[src/rtl/omd_pkg.sv]
package omd_pkg;
   typedef enum logic {
      SRC_LOCAL = 1'b0,
      SRC_RELAY = 1'b1
   } omd_src_e;

   localparam int unsigned OMD_ORBIT_BX = 3564;
endpackage

[src/rtl/omd_orbit_cnt.sv]
module omd_orbit_cnt #(
   parameter int unsigned ORBIT_LEN = 3564
) (
   input  logic clk,
   input  logic rst_n,
   output logic wrap_o
);
   localparam int unsigned CNT_W = $clog2(ORBIT_LEN);
   localparam logic [CNT_W-1:0] LAST = CNT_W'(ORBIT_LEN - 1);

   logic [CNT_W-1:0] cnt_q;

   always_ff @(posedge clk or negedge rst_n) begin
      if (!rst_n)
         cnt_q <= '0;
      else if (cnt_q == LAST)
         cnt_q <= '0;
      else
         cnt_q <= cnt_q + 1'b1;
   end

   assign wrap_o = (cnt_q == LAST);
endmodule

[src/rtl/omd_cfg_latch.sv]
module omd_cfg_latch
   import omd_pkg::*;
#(
   parameter int unsigned DLY_W = 4
) (
   input  logic             clk,
   input  logic             rst_n,
   input  logic             boundary_i,
   input  omd_src_e         cfg_src_i,
   input  logic [DLY_W-1:0] cfg_dly_i,
   output omd_src_e         src_q_o,
   output omd_src_e         src_now_o,
   output logic [DLY_W-1:0] dly_q_o
);
   // Settings move only at the orbit boundary; the marker captured in that
   // same cycle already follows the new source.
   always_ff @(posedge clk or negedge rst_n) begin
      if (!rst_n) begin
         src_q_o <= SRC_RELAY;
         dly_q_o <= '0;
      end else if (boundary_i) begin
         src_q_o <= cfg_src_i;
         dly_q_o <= cfg_dly_i;
      end
   end

   assign src_now_o = boundary_i ? cfg_src_i : src_q_o;
endmodule

[src/rtl/omd_delay_line.sv]
module omd_delay_line #(
   parameter int unsigned W     = 5,
   parameter int unsigned DEPTH = 16,
   parameter int unsigned SEL_W = 4
) (
   input  logic             clk,
   input  logic             rst_n,
   input  logic [W-1:0]     in_vec,
   input  logic [SEL_W-1:0] sel_i,
   output logic [W-1:0]     head_o,
   output logic [W-1:0]     out_vec
);
   logic [DEPTH-1:0][W-1:0] stage_q;

   always_ff @(posedge clk or negedge rst_n) begin
      if (!rst_n) begin
         stage_q <= '0;
      end else begin
         stage_q[0] <= in_vec;
         for (int k = 1; k < DEPTH; k++)
            stage_q[k] <= stage_q[k-1];
      end
   end

   assign head_o  = stage_q[0];
   assign out_vec = stage_q[sel_i];
endmodule

[src/rtl/orbit_mark_delay.sv]
module orbit_mark_delay
   import omd_pkg::*;
#(
   parameter int unsigned ORBIT_LEN = OMD_ORBIT_BX,
   parameter int unsigned DEPTH     = 16,
   parameter int unsigned CMD_W     = 3
) (
   input  logic                     clk,
   input  logic                     rst_n,
   input  logic                     fe_mark_i,
   input  logic                     l1a_i,
   input  logic [CMD_W-1:0]         cmd_i,
   input  logic                     cfg_relay_i,
   input  logic [$clog2(DEPTH)-1:0] cfg_delay_i,
   input  logic                     cfg_mask_i,
   output logic                     merge_mark_o,
   output logic                     fe_l1a_o,
   output logic [CMD_W-1:0]         fe_cmd_o
);
   localparam int unsigned DLY_W    = $clog2(DEPTH);
   localparam int unsigned VEC_W    = CMD_W + 2;
   localparam int unsigned MARK_BIT = VEC_W - 1;
   localparam int unsigned L1A_BIT  = CMD_W;

   if (DEPTH < 2 || (DEPTH & (DEPTH - 1)) != 0) begin : g_bad_depth
      $error("DEPTH must be a power of two, at least 2");
   end
   if (ORBIT_LEN <= 2 * DEPTH) begin : g_bad_orbit
      $error("ORBIT_LEN must exceed twice DEPTH");
   end
   if (CMD_W < 1) begin : g_bad_cmd
      $error("CMD_W must be at least 1");
   end

   logic             loc_mark;
   omd_src_e         src_q;
   omd_src_e         src_now;
   logic [DLY_W-1:0] act_dly;
   logic             mark_sel;
   logic [VEC_W-1:0] entry_vec;
   logic [VEC_W-1:0] head_vec;
   logic [VEC_W-1:0] tap_vec;

   omd_orbit_cnt #(.ORBIT_LEN(ORBIT_LEN)) u_cnt (
      .clk    (clk),
      .rst_n  (rst_n),
      .wrap_o (loc_mark)
   );

   omd_cfg_latch #(.DLY_W(DLY_W)) u_cfg (
      .clk        (clk),
      .rst_n      (rst_n),
      .boundary_i (loc_mark),
      .cfg_src_i  (omd_src_e'(cfg_relay_i)),
      .cfg_dly_i  (cfg_delay_i),
      .src_q_o    (src_q),
      .src_now_o  (src_now),
      .dly_q_o    (act_dly)
   );

   assign mark_sel  = (src_now == SRC_RELAY) ? fe_mark_i : loc_mark;
   assign entry_vec = {mark_sel & ~cfg_mask_i, l1a_i, cmd_i};

   omd_delay_line #(.W(VEC_W), .DEPTH(DEPTH), .SEL_W(DLY_W)) u_line (
      .clk     (clk),
      .rst_n   (rst_n),
      .in_vec  (entry_vec),
      .sel_i   (act_dly),
      .head_o  (head_vec),
      .out_vec (tap_vec)
   );

   assign merge_mark_o = tap_vec[MARK_BIT];
   assign fe_l1a_o     = tap_vec[L1A_BIT];
   assign fe_cmd_o     = tap_vec[CMD_W-1:0];
endmodule

[config.mk]
export PLATFORM = sky130hd
export DESIGN_NAME = orbit_mark_delay
export DESIGN_NICKNAME = d
export VERILOG_FILES = /design/src/rtl/omd_pkg.sv /design/src/rtl/omd_orbit_cnt.sv /design/src/rtl/omd_cfg_latch.sv /design/src/rtl/omd_delay_line.sv /design/src/rtl/orbit_mark_delay.sv
export SDC_FILE = /design/constraint.sdc
export NUM_CORES = 1
export LEC_CHECK = 0
export BUFFER_PORTS_ARGS = -buffer_cell sky130_fd_sc_hd__buf_2
export CAP_MARGIN = 40
export CORE_MARGIN = 2
export CORE_UTILIZATION = 45
export CTS_CLUSTER_SIZE = 25
export DETAILED_ROUTE_END_ITERATION = 12
export PLACE_DENSITY_LB_ADDON = 0.12
export SLEW_MARGIN = 10
export SYNTH_ARGS = -nofsm -noshare
export SYNTH_HDL_FRONTEND = slang
export SYNTH_SLANG_ARGS = --single-unit
[constraint.sdc]
create_clock -name clk -period 1.65 [get_ports clk]
set_input_delay 0.2475 -clock clk [delete_from_list [all_inputs] [get_ports clk]]
set_output_delay 0.2475 -clock clk [all_outputs]
set_load 0.005 [all_outputs]
Word level (Yosys, flattened, before mapping)
Index checks and enable logic that the tools add are counted.
{"block": "classes", "addsub": 1, "order_cmp": 1, "n_eq_ne": 1, "muxes": 5, "n_bitwise": 2}
{"operator": "$bmux W5 S4", "count": 1}
{"operator": "$add A12 B1 Y12 const B", "count": 1}
{"operator": "$eq A12 B12 Y1 const B", "count": 1}
{"operator": "$mux W12", "count": 1}
{"operator": "$lt A4 B5 Y1 const B", "count": 1}
{"operator": "$mux W5", "count": 1}
{"operator": "$mux W1", "count": 2}
{"operator": "$and A1 B1 Y1", "count": 1}
{"operator": "$not A1 Y1", "count": 1}
{"block": "totals", "regBits": 97, "output_inout_bits": 5, "wordCells": 29}

Longest topological paths before layout
Gate-level depths: netlist (run 1).
{"block": "logic_depth", "ltp_word": 4, "depth_mapped": 6, "mapped_depth_nobuf": 5}

By module
From an unflattened synthesis (run 1), not the netlist that was laid out.
{"block": "unflattened", "hier_cells": 201, "area_unflattened_um2": 3429.5}
{"mod": "omd_delay_line", "n_inst": 1, "cells_each": 132, "area_each_um2": 2640.0, "seq_area_each_um2": 2001.9}
{"mod": "omd_orbit_cnt", "n_inst": 1, "cells_each": 57, "area_each_um2": 593.1, "seq_area_each_um2": 300.3}
{"mod": "omd_cfg_latch", "n_inst": 1, "cells_each": 10, "area_each_um2": 182.7, "seq_area_each_um2": 126.4}
{"mod": "orbit_mark_delay", "n_inst": 1, "cells_each": 2, "area_each_um2": 13.8, "seq_area_each_um2": 0.0}

Least setup slack after synthesis (run 1)
No wires, ideal clock.
{"block": "synth_path", "path_kind": "reg2out", "from": "register u_cfg.dly_q_o[0]", "to": "output port fe_cmd_o[1]", "arrival_time_ps": 1330, "required_time_ps": 1402, "setup_slack_ps": 73, "stages_incl_launch_ff": 5, "n_path_buf": 1, "cell_sequence": "dfrtp_1 buf_4 mux4_1 a22oi_1 nand2_1"}
{"block": "synth_via", "elab_chain_len": 2}
{"item": "from (decl)", "line_no": "omd_cfg_latch.sv:13", "source": "output logic [DLY_W-1:0] dly_q_o"}
{"item": "from (signal assigned)", "line_no": "omd_cfg_latch.sv:23", "source": "dly_q_o <= cfg_dly_i;"}
{"item": "$bmux W5 S4", "line_no": "omd_delay_line.sv:26", "source": "assign out_vec = stage_q[sel_i];"}
{"item": "$mux W5 (not written as such)", "line_no": "omd_delay_line.sv:26"}
{"item": "to (decl)", "line_no": "orbit_mark_delay.sv:18", "source": "output logic [CMD_W-1:0] fe_cmd_o"}
No other way between the ends. The select of a mux whose other input is x is not followed.

Worst setup path after layout (run 1)
{"block": "layout_path", "from": "register u_cfg.dly_q_o[0]", "to": "output port fe_cmd_o[2]"}
Same word-level chain as after synthesis.

==> results of run 1 <==
-- metal layers --
metal  vias up  GRT usage  part of all wire
met5         -          0                 0
met4         0     0.0597             0.017
met3        11     0.0501             0.034
met2        23      0.238              0.47
met1       989      0.231              0.48
li1        852          -                 -
-- synthesized netlist by cell type, types with 2 or more instances --
library cell,instances
o21ai_1,3
dfrtp_1,96
xor2_1,2
nand4_1,2
clkbuf_1,2
inv_1,3
nand2_1,24
nand2b_1,2
mux4_2,3
buf_4,2
a22oi_1,11
a21oi_1,4
nor3_1,2
and2_1,4
nor2_1,6
nor2b_1,3
xnor2_1,3
mux4_1,17
o21ai_0,2
nand3_1,5
and4_1,3
-- worst reg2reg max path, stage by stage, from the launching register on --
cell	delay [ps]
dfrtp_1	380
ha_1	180
and4bb_1	290
and4_4	310
buf_4	160
nor2_1	50
-- sequential cells by signal (all words and copies together) (netlist names) --
| signal | cells |
|---|---|
| u_line.stage_q | 75 |
| u_cnt.cnt_q | 12 |
| u_line.head_o | 5 |
| u_cfg.dly_q_o | 4 |
| u_cfg.src_q_o | 1 |
-- kinds of logic after synthesis --
| group | Yosys count | share of synthesized area |
|---|---|---|
| and+or+nand+nor | 55 | 0.0788 |
| adders and majority gates | 1 | 0.00360 |
| xor gates and xnor gates | 5 | 0.0126 |
| buffers and inverters | 9 | 0.0144 |
| muxes | 20 | 0.148 |
| DFF | 97 | 0.699 |
| AOI/OAI and AO/OA | 23 | 0.0439 |
-- layout make-up --
cell class,count,area [um2]
Inverter,3,11.3
Timing Repair Buffer,42,362
Multi-Input combinational cell,104,981
Clock buffer,11,151
Tap cell,102,128
Fill cell,635,3490
Clock inverter,4,52.6
Sequential cell,97,2430
-- per-stage QoR --
step,cell area [um2],TNS [ps]
5_1_grt,4120,-2710
3_5_place_dp,3830,-636
4_1_cts,4110,-2450
2_1_floorplan,3480,0
3_3_place_gp,3830,-561
6_report,4120,-2250
-- what timing repair did --
item | CTS | global route
setup buffers | 3 | 0
endpoints found under the setup margin | 5 | 11
endpoints found under the hold margin | 32 | 0
hold buffers | 5 | 0
resized for setup | 27 | 9
pin swaps | 10 | 2
cloned | 1 | 0
-- layout by cell type, fill, tap and decap left out, types with 5 or more instances in the layout --
cell type,netlist,layout
buf_12,0,5
a22oi_2,0,9
nand3_1,5,5
dlygate4sd3_1,0,5
dfrtp_1,96,95
buf_4,2,13
nor2_1,6,6
mux4_2,3,20
clkbuf_8,0,11
nand2_1,24,24
buf_2,0,16
-- final timing paths --
path	startpoint	endpoint	slack, ps	cells past startpoint
worst max-delay path	u_cfg.dly_q_o[0]$_DFFE_PN0N_	fe_cmd_o[2]	-460	6
worst min-delay path	cfg_mask_i	u_line.head_o[4]$_DFF_PN0_	40	2
worst max register to register	u_cnt.cnt_q[1]$_DFF_PN0_	u_cnt.cnt_q[3]$_DFF_PN0_	170	5
worst min register to register	u_line.stage_q[71]$_DFF_PN0_	u_line.stage_q[76]$_DFF_PN0_	370	0
max in group asynchronous	rst_n	u_cfg.src_q_o$_DFF_PN1_	730	3
min in group asynchronous	rst_n	u_line.stage_q[63]$_DFF_PN0_	360	2
-- report_power, final --
group          switching (mW)  total (mW)  internal [mW]
Clock                   0.779        1.55          0.775
Sequential             0.0528        2.53           2.47
Combinational          0.0695       0.149         0.0794
==> impl_metrics.toml, run 1 <==
[placement]
preCtsSetupSlack_ps = -151
place_congestion = 0.753
placed_cells = 340
dpl.hpwl_um = 3830
numPortBuffers = 17

[finish]
fin_util = 0.541
num-nets-final = 271
stdcell_count = 363
antenna_cells = 0
syn_to_final_growth_pct = 18.4
final_layout_size_suffix_gt1_frac = 0.322

[synth]
netlist.area_leader.share = 0.691
syn_nets = 224
synth_edf_count = 0
syn_area_per_cell_um2 = 16.6
ys_types = 32
synthesis.instances = 210
yosys.area.top_type = "dfrtp_1"
synth_area_um2 = 3480
synthArstFlopShare = 1.00
synth-seq-cells = 97
yosys_warnings = 0
synth_ff_type = "dfrtp_1"
yosysSeqAreaShare = 0.699
synth_area_leaders = "dfrtp_1, mux4_1, nand2_1"

[sta]
hold_ws_ps = 36.6
skew_ps = 7.02
finalCriticalPeriod_ps = 2110
fmax_ghz = 0.473
tightest_slew_ps = 405
setup_violations = 5
fin_crit_sh = 1.28
relSlewSlack = 0.730
rsz0062_at_grt = "yes"
timing.final.ws_setup_ps = -463
hold_viol = 0
drv_slew = 0

[clock_tree]
cts-root-buf = "clkbuf_8"
ctsLongestPathBuffers = 2
cts_buffers = 9
cts.reportedPaths.clkPinSlew_ps = 90
clock_sinks = 97
htree_num_levels = 3
cts_tree = "built"
insertion_delay_ps = 350

[critical_path]
cp_slowest_stage_delay_ps = 500
crit_chain = "buf_4, buf_12, mux4_2, a22oi_2, nand2_1, buf_2"
worst-setup-path-type = "flop to output pin"
cp-end-kind = "output pin"
cp_max_fo = 5
cp_slowest_cell = "mux4_2"
start_kind = "flop"
cp.buffers_inverters = 3
path_delay_family = "multiplexers"
arrival_ps = 1870
cp.required_ps = 1400

[routing]
wl_per_cell_um = 16.4
vias_per_cell = 5.17
drt-total-wl_um = 5960
drtIter0Drc = 63
vias = 1875
firstDrtPassIters = 4
antenna_left = 0
drcViolationCount = 0

[floorplan]
io_pins = 18
start_util = 0.457
die-area_um2 = 8440
core_area_um2 = 7610
die_x_um = 91.9
fp.dieH_um = 91.9
num_rows = 32

[grt]
antenna_found_initial = 0
grt_pass1_vias = 1964
globalRouteTotalUtil = 0.162
grt_pass1_wl_um = 10200
grt_max_degree = 42
grt_overflow_total = 0

[pwr]
p_leak_nw = 1.82
ir_drop_v = 0.000520
p_per_area_nw_per_um2 = 1030
finalPower_mw = 4.23

[job]
cap_violations = 0

[status]
violations = "setup timing"
status = "finished, violations left"

[hold_path]
hold_class = "input pin to flop"
(Power assumes the default switching activity.)
==> run 2: changes to the inputs <==
--- a/config.mk
+++ b/config.mk
@@ -8,7 +8,7 @@
 export BUFFER_PORTS_ARGS = -buffer_cell sky130_fd_sc_hd__buf_2
 export CAP_MARGIN = 40
 export CORE_MARGIN = 2
-export CORE_UTILIZATION = 45
+export CORE_UTILIZATION = 40
 export CTS_CLUSTER_SIZE = 25
 export DETAILED_ROUTE_END_ITERATION = 12
 export PLACE_DENSITY_LB_ADDON = 0.12
@@ -16,3 +16,4 @@
 export SYNTH_ARGS = -nofsm -noshare
 export SYNTH_HDL_FRONTEND = slang
 export SYNTH_SLANG_ARGS = --single-unit
+export TNS_END_PERCENT = 50
==> run 2 against run 1 <==
Compared with the run above: the run still ends with setup timing left; wire length rose by 3.6%; register-to-register slack got worse by 20 ps; die area rose by 12%; clock skew fell by 1.1 ps; fmax fell by 0.61%; final cell count rose by 1.1%; critical endpoint unchanged.
==> impl_metrics.toml, run 2 (same netlist as run 1, synthesis figures left out) <==
[grt]
grt_pass1_vias = 2011
grt_pass1_wl_um = 10700
grt_max_degree = 37
grt_overflow_total = 0
antenna_found_initial = 0
globalRouteTotalUtil = 0.148

[finish]
syn_to_final_growth_pct = 18.0
final_common_cell = "dfrtp_1"
largest_reg_flops = 75
layout_common_cells = "dfrtp_1, nand2_1, mux4_2"
regMostFlops = "u_line.stage_q"
antenna_cells = 0
num-nets-final = 268
fillers = 742
final_layout_size_suffix_gt1_frac = 0.309
fin_area_um2 = 4100
seq_area_um2 = 2430
multiInputGateArea_um2 = 976

[critical_path]
arrival_ps = 1880
cp_max_fo = 7
reg2reg_to = "u_cfg.dly_q_o[0]$_DFFE_PN0N_"
ff2ff_setup_slack_ps = 150
cp.required_ps = 1400
start_kind = "flop"
reg2reg_depth = 6
worst-setup-path-type = "flop to output pin"
r2r-start = "u_cnt.cnt_q[1]$_DFF_PN0_"
cp-end-kind = "output pin"

[sta]
hold_viol = 0
rsz0062_at_grt = "yes"
relSlewSlack = 0.737
fin_crit_sh = 1.29
tightest_slew_ps = 395
drv_slew = 0
skew_ps = 5.94
finalCriticalPeriod_ps = 2130
setup_violations = 5
fmax_ghz = 0.470
tns_ps = -2270
timing.final.ws_setup_ps = -476

[clock_tree]
cts.reportedPaths.clkPinSlew_ps = 90
cts-root-buf = "clkbuf_8"
cts_tree = "built"
htree_num_levels = 3
ctsLongestPathBuffers = 2
clock_sinks = 97
insertion_delay_ps = 350
cts_buffers = 9

[placement]
place_congestion = 0.767
place_area_um2 = 3830
dpl.hpwl_um = 3810
numPortBuffers = 17

[pwr]
finalPower_mw = 4.31
p_leak_nw = 1.82
p_per_area_nw_per_um2 = 1050
ir_drop_v = 0.000546

[floorplan]
io_pins = 18
fp.dieH_um = 97.2
core_area_um2 = 8550
die_x_um = 97.2
start_util = 0.406
die-area_um2 = 9450
num_rows = 34

[routing]
vias = 1858
drcViolationCount = 0
drtIter0Drc = 76
wl_per_cell_um = 16.8
drt-total-wl_um = 6180
vias_per_cell = 5.06
firstDrtPassIters = 4
antenna_left = 0

[status]
status = "finished, violations left"
violations = "setup timing"

[hold_path]
worstHoldEndpoint = "u_line.head_o[4]$_DFF_PN0_"
hold-path-cell-count = 2
min_from = "cfg_mask_i"
hold_class = "input pin to flop"

[job]
cap_violations = 0
==> run 2: area by class of cell <==
cell class | instances | area share
sequential | 97 | 0.592
multi-input combinational | 104 | 0.238
timing repair buffer | 39 | 0.0830
tap | 108 | 0.0329
clock buffer | 10 | 0.0311
clock inverter | 6 | 0.0201
inverter | 3 | 0.00274
==> run 2: worst max path at each step <==
stage                     slack (ps)           end                          from
after detailed placement        -130   fe_cmd_o[1]  u_cfg.dly_q_o[0]$_DFFE_PN0N_
after floorplan                   70   fe_cmd_o[1]  u_cfg.dly_q_o[0]$_DFFE_PN0N_
final                           -480   fe_cmd_o[2]  u_cfg.dly_q_o[0]$_DFFE_PN0N_
after global placement          -140  merge_mark_o  u_cfg.dly_q_o[0]$_DFFE_PN0N_
after CTS                       -530   fe_cmd_o[1]  u_cfg.dly_q_o[0]$_DFFE_PN0N_
after global routing            -570   fe_cmd_o[2]  u_cfg.dly_q_o[0]$_DFFE_PN0N_
==> run 2: power by group <==
group | total, mW | internal, mW | leakage, nW | switching [mW]
registers | 2.53 | 2.47 | 1.15 | 0.0525
clock network | 1.63 | 0.847 | 0.106 | 0.785
logic | 0.148 | 0.0792 | 0.561 | 0.0692
==> run 2: layer usage <==
layer,up-vias,track usage,part of all wire
li1,848,-,-
met1,981,0.216,0.50
met2,24,0.216,0.46
met4,0,0.0385,0.011
met3,5,0.0496,0.035
met5,-,0,0
==> run 2: critical path, stage by stage (launching register included) <==
cell and delay (ps):
dfrtp_2 460, clkbuf_16 200, mux4_2 530, a22oi_2 130, nand2_1 80, buf_2 130
==> run 2: what timing repair did <==
item                                    4_1_cts  5_1_grt
hold buffers                                  5        0
hold endpoints to repair                     29        0
endpoints found under the setup margin        5       11
pin swaps                                     9        3
gates cloned                                  1        0
buffers inserted                              0        0
gates resized for setup                      25        7
==> run 2: stage by stage <==
| step | setup WS (ps) | cells | util | hold WS [ps] |
|---|---|---|---|---|
| after floorplan | 72.8 | 210 | - | -48.1 |
| after global placement | -140 | 345 | 0.448 | 204 |
| after detailed placement | -129 | 345 | 0.448 | 207 |
| after CTS | -528 | 367 | 0.477 | 25.5 |
| after global routing | -568 | 367 | 0.480 | 18.0 |
| final | -476 | 367 | 0.480 | 38.0 |
==> run 3: changes to the inputs <==
==> constraint.sdc (replaced) <==
create_clock -name clk -period 2.1 [get_ports clk]
set_input_delay 0.315 -clock clk [delete_from_list [all_inputs] [get_ports clk]]
set_output_delay 0.315 -clock clk [all_outputs]
set_load 0.005 [all_outputs]
==> run 3 against run 2 <==
Compared with the run above: the flow still finishes with violations (setup timing); final cell count decreased by 2.2%; utilization shrank 0.66 points; sequential cell count stayed put; combinational power down 28%; sequential power is 22% lower; via count down 3.2%; critical path type unchanged.
==> impl_metrics.toml, run 3 (same netlist as run 1, synthesis figures left out) <==
[pwr]
power_switching_mw = 0.712
cellInternalPower_mw = 2.55
finalPower_mw = 3.26
p_comb_frac = 0.033
pwr-share-clk = 0.359
p_per_area_nw_per_um2 = 806
ir_drop_v = 0.000397
p_leak_nw = 1.81
seq_power_share = 0.608
switching_share = 0.218

[sta]
fin_crit_sh = 1.05
hold_ws_ps = 64.4
finalCriticalPeriod_ps = 2220
drv_slew = 0
setup_violations = 5
timing.final.ws_setup_ps = -115
tns_ps = -509
relSlewSlack = 0.602
skew_ps = 6.24
fmax_ghz = 0.451
hold_viol = 0
tightest_slew_ps = 595
rsz0062_at_grt = "yes"

[status]
status = "finished, violations left"
violations = "setup timing"

[routing]
vias_per_cell = 5.01
drt-total-wl_um = 5890
vias = 1799
drcViolationCount = 0
firstDrtPassIters = 5
antenna_left = 0
wl_per_cell_um = 16.4
drtIter0Drc = 63

[finish]
layout_common_cells = "dfrtp_1, nand2_1, mux4_2, buf_2, clkbuf_8"
multiInputGateArea_um2 = 978
fin_area_um2 = 4050
antenna_cells = 0
seq_area_um2 = 2430
largest_reg_flops = 75
num-nets-final = 260
syn_to_final_growth_pct = 16.4
final_common_cell = "dfrtp_1"
final_layout_size_suffix_gt1_frac = 0.279
fin_util = 0.473
regMostFlops = "u_line.stage_q"
fillers = 755

[clock_tree]
ctsLongestPathBuffers = 2
clock_sinks = 97
cts.reportedPaths.clkPinSlew_ps = 90
cts_tree = "built"
htree_num_levels = 3
insertion_delay_ps = 350
cts-root-buf = "clkbuf_8"
cts_buffers = 9

[critical_path]
cp_slowest_cell = "mux4_2"
r2r-start = "u_cnt.cnt_q[0]$_DFF_PN0_"
crit_start = "u_cfg.dly_q_o[0]$_DFFE_PN0N_"
cp_slowest_stage_delay_ps = 520
crit_chain = "buf_6, buf_16, mux4_2, a22oi_2, nand2_1, buf_2"
cp_max_fo = 5
cp-end-kind = "output pin"
cp.buffers_inverters = 3
arrival_ps = 1900
start_kind = "flop"
path_delay_family = "multiplexers"
worst-setup-path-type = "flop to output pin"
cp.required_ps = 1780

[floorplan]
start_util = 0.406
core_area_um2 = 8550
fp.dieH_um = 97.2
die_x_um = 97.2
die-area_um2 = 9450
num_rows = 34
io_pins = 18

[hold_path]
hold_class = "input pin to flop"
min_from = "cmd_i[1]"

[grt]
grt_pass1_wl_um = 10200
antenna_found_initial = 0
globalRouteTotalUtil = 0.140
grt_overflow_total = 0
grt_pass1_vias = 1963
grt_max_degree = 63

[placement]
place_area_um2 = 3760
place_congestion = 0.781
dpl.hpwl_um = 3480
numPortBuffers = 17

[job]
cap_violations = 0
## run 3: worst paths after layout
check | slack [ps] | depth (start not counted) | endpoint
min reg2reg | 370 | 0 | u_line.stage_q[35]$_DFF_PN0_
min in group asynchronous | 340 | 2 | u_line.stage_q[53]$_DFF_PN0_
min | 60 | 1 | u_line.head_o[1]$_DFF_PN0_
max in group asynchronous | 1130 | 3 | u_cfg.src_q_o$_DFF_PN1_
max reg2reg | 400 | 6 | u_cfg.dly_q_o[3]$_DFFE_PN0N_
max | -120 | 6 | fe_l1a_o
## run 3: repair_timing
item	in CTS	in global routing
endpoints found under the hold margin	13	0
endpoints found under the setup margin	5	5
pin swaps	4	4
setup buffers	2	0
resized for setup	14	10
gates cloned	2	1
hold buffers	1	0
## run 3: power by group through the flow
stage	clock network (mW)	logic [mW]	registers, mW
2_1_floorplan	0	0.0413	2.00
3_3_place_gp	0	0.104	2.02
3_5_place_dp	0	0.105	2.02
4_1_cts	1.23	0.109	1.98
5_1_grt	1.32	0.121	1.99
6_report	1.17	0.107	1.98
## run 3: worst reg2reg max path, stage by stage, from the launching register on
cell,delay [ps]
dfrtp_1,400
ha_1,240
and4bb_1,310
and4_1,400
buf_4,180
nand2_1,60
nand2_1,60
## run 3: layer usage
layer / share of wire / track usage / vias up
met1: 0.50 / 0.202 / 935
met3: 0.025 / 0.0453 / 7
met2: 0.46 / 0.208 / 17
li1: - / - / 840
met5: 0 / 0 / -
met4: 0.013 / 0.0385 / 0
## run 3: area by class of cell
type / count / share of cell area
flip-flops and latches: 97 / 0.600
multi-input cells: 104 / 0.242
repair buffers: 31 / 0.0736
well taps: 108 / 0.0334
clock buffers: 9 / 0.0306
clock inverters: 7 / 0.0173
inverters: 3 / 0.00278
## run 3: through the flow
step / setup WS (ps) / instances
CTS: -185 / 358
global route: -203 / 359
floorplan: 455 / 210
global placement: 205 / 337
finish: -115 / 359
detailed placement: 210 / 337
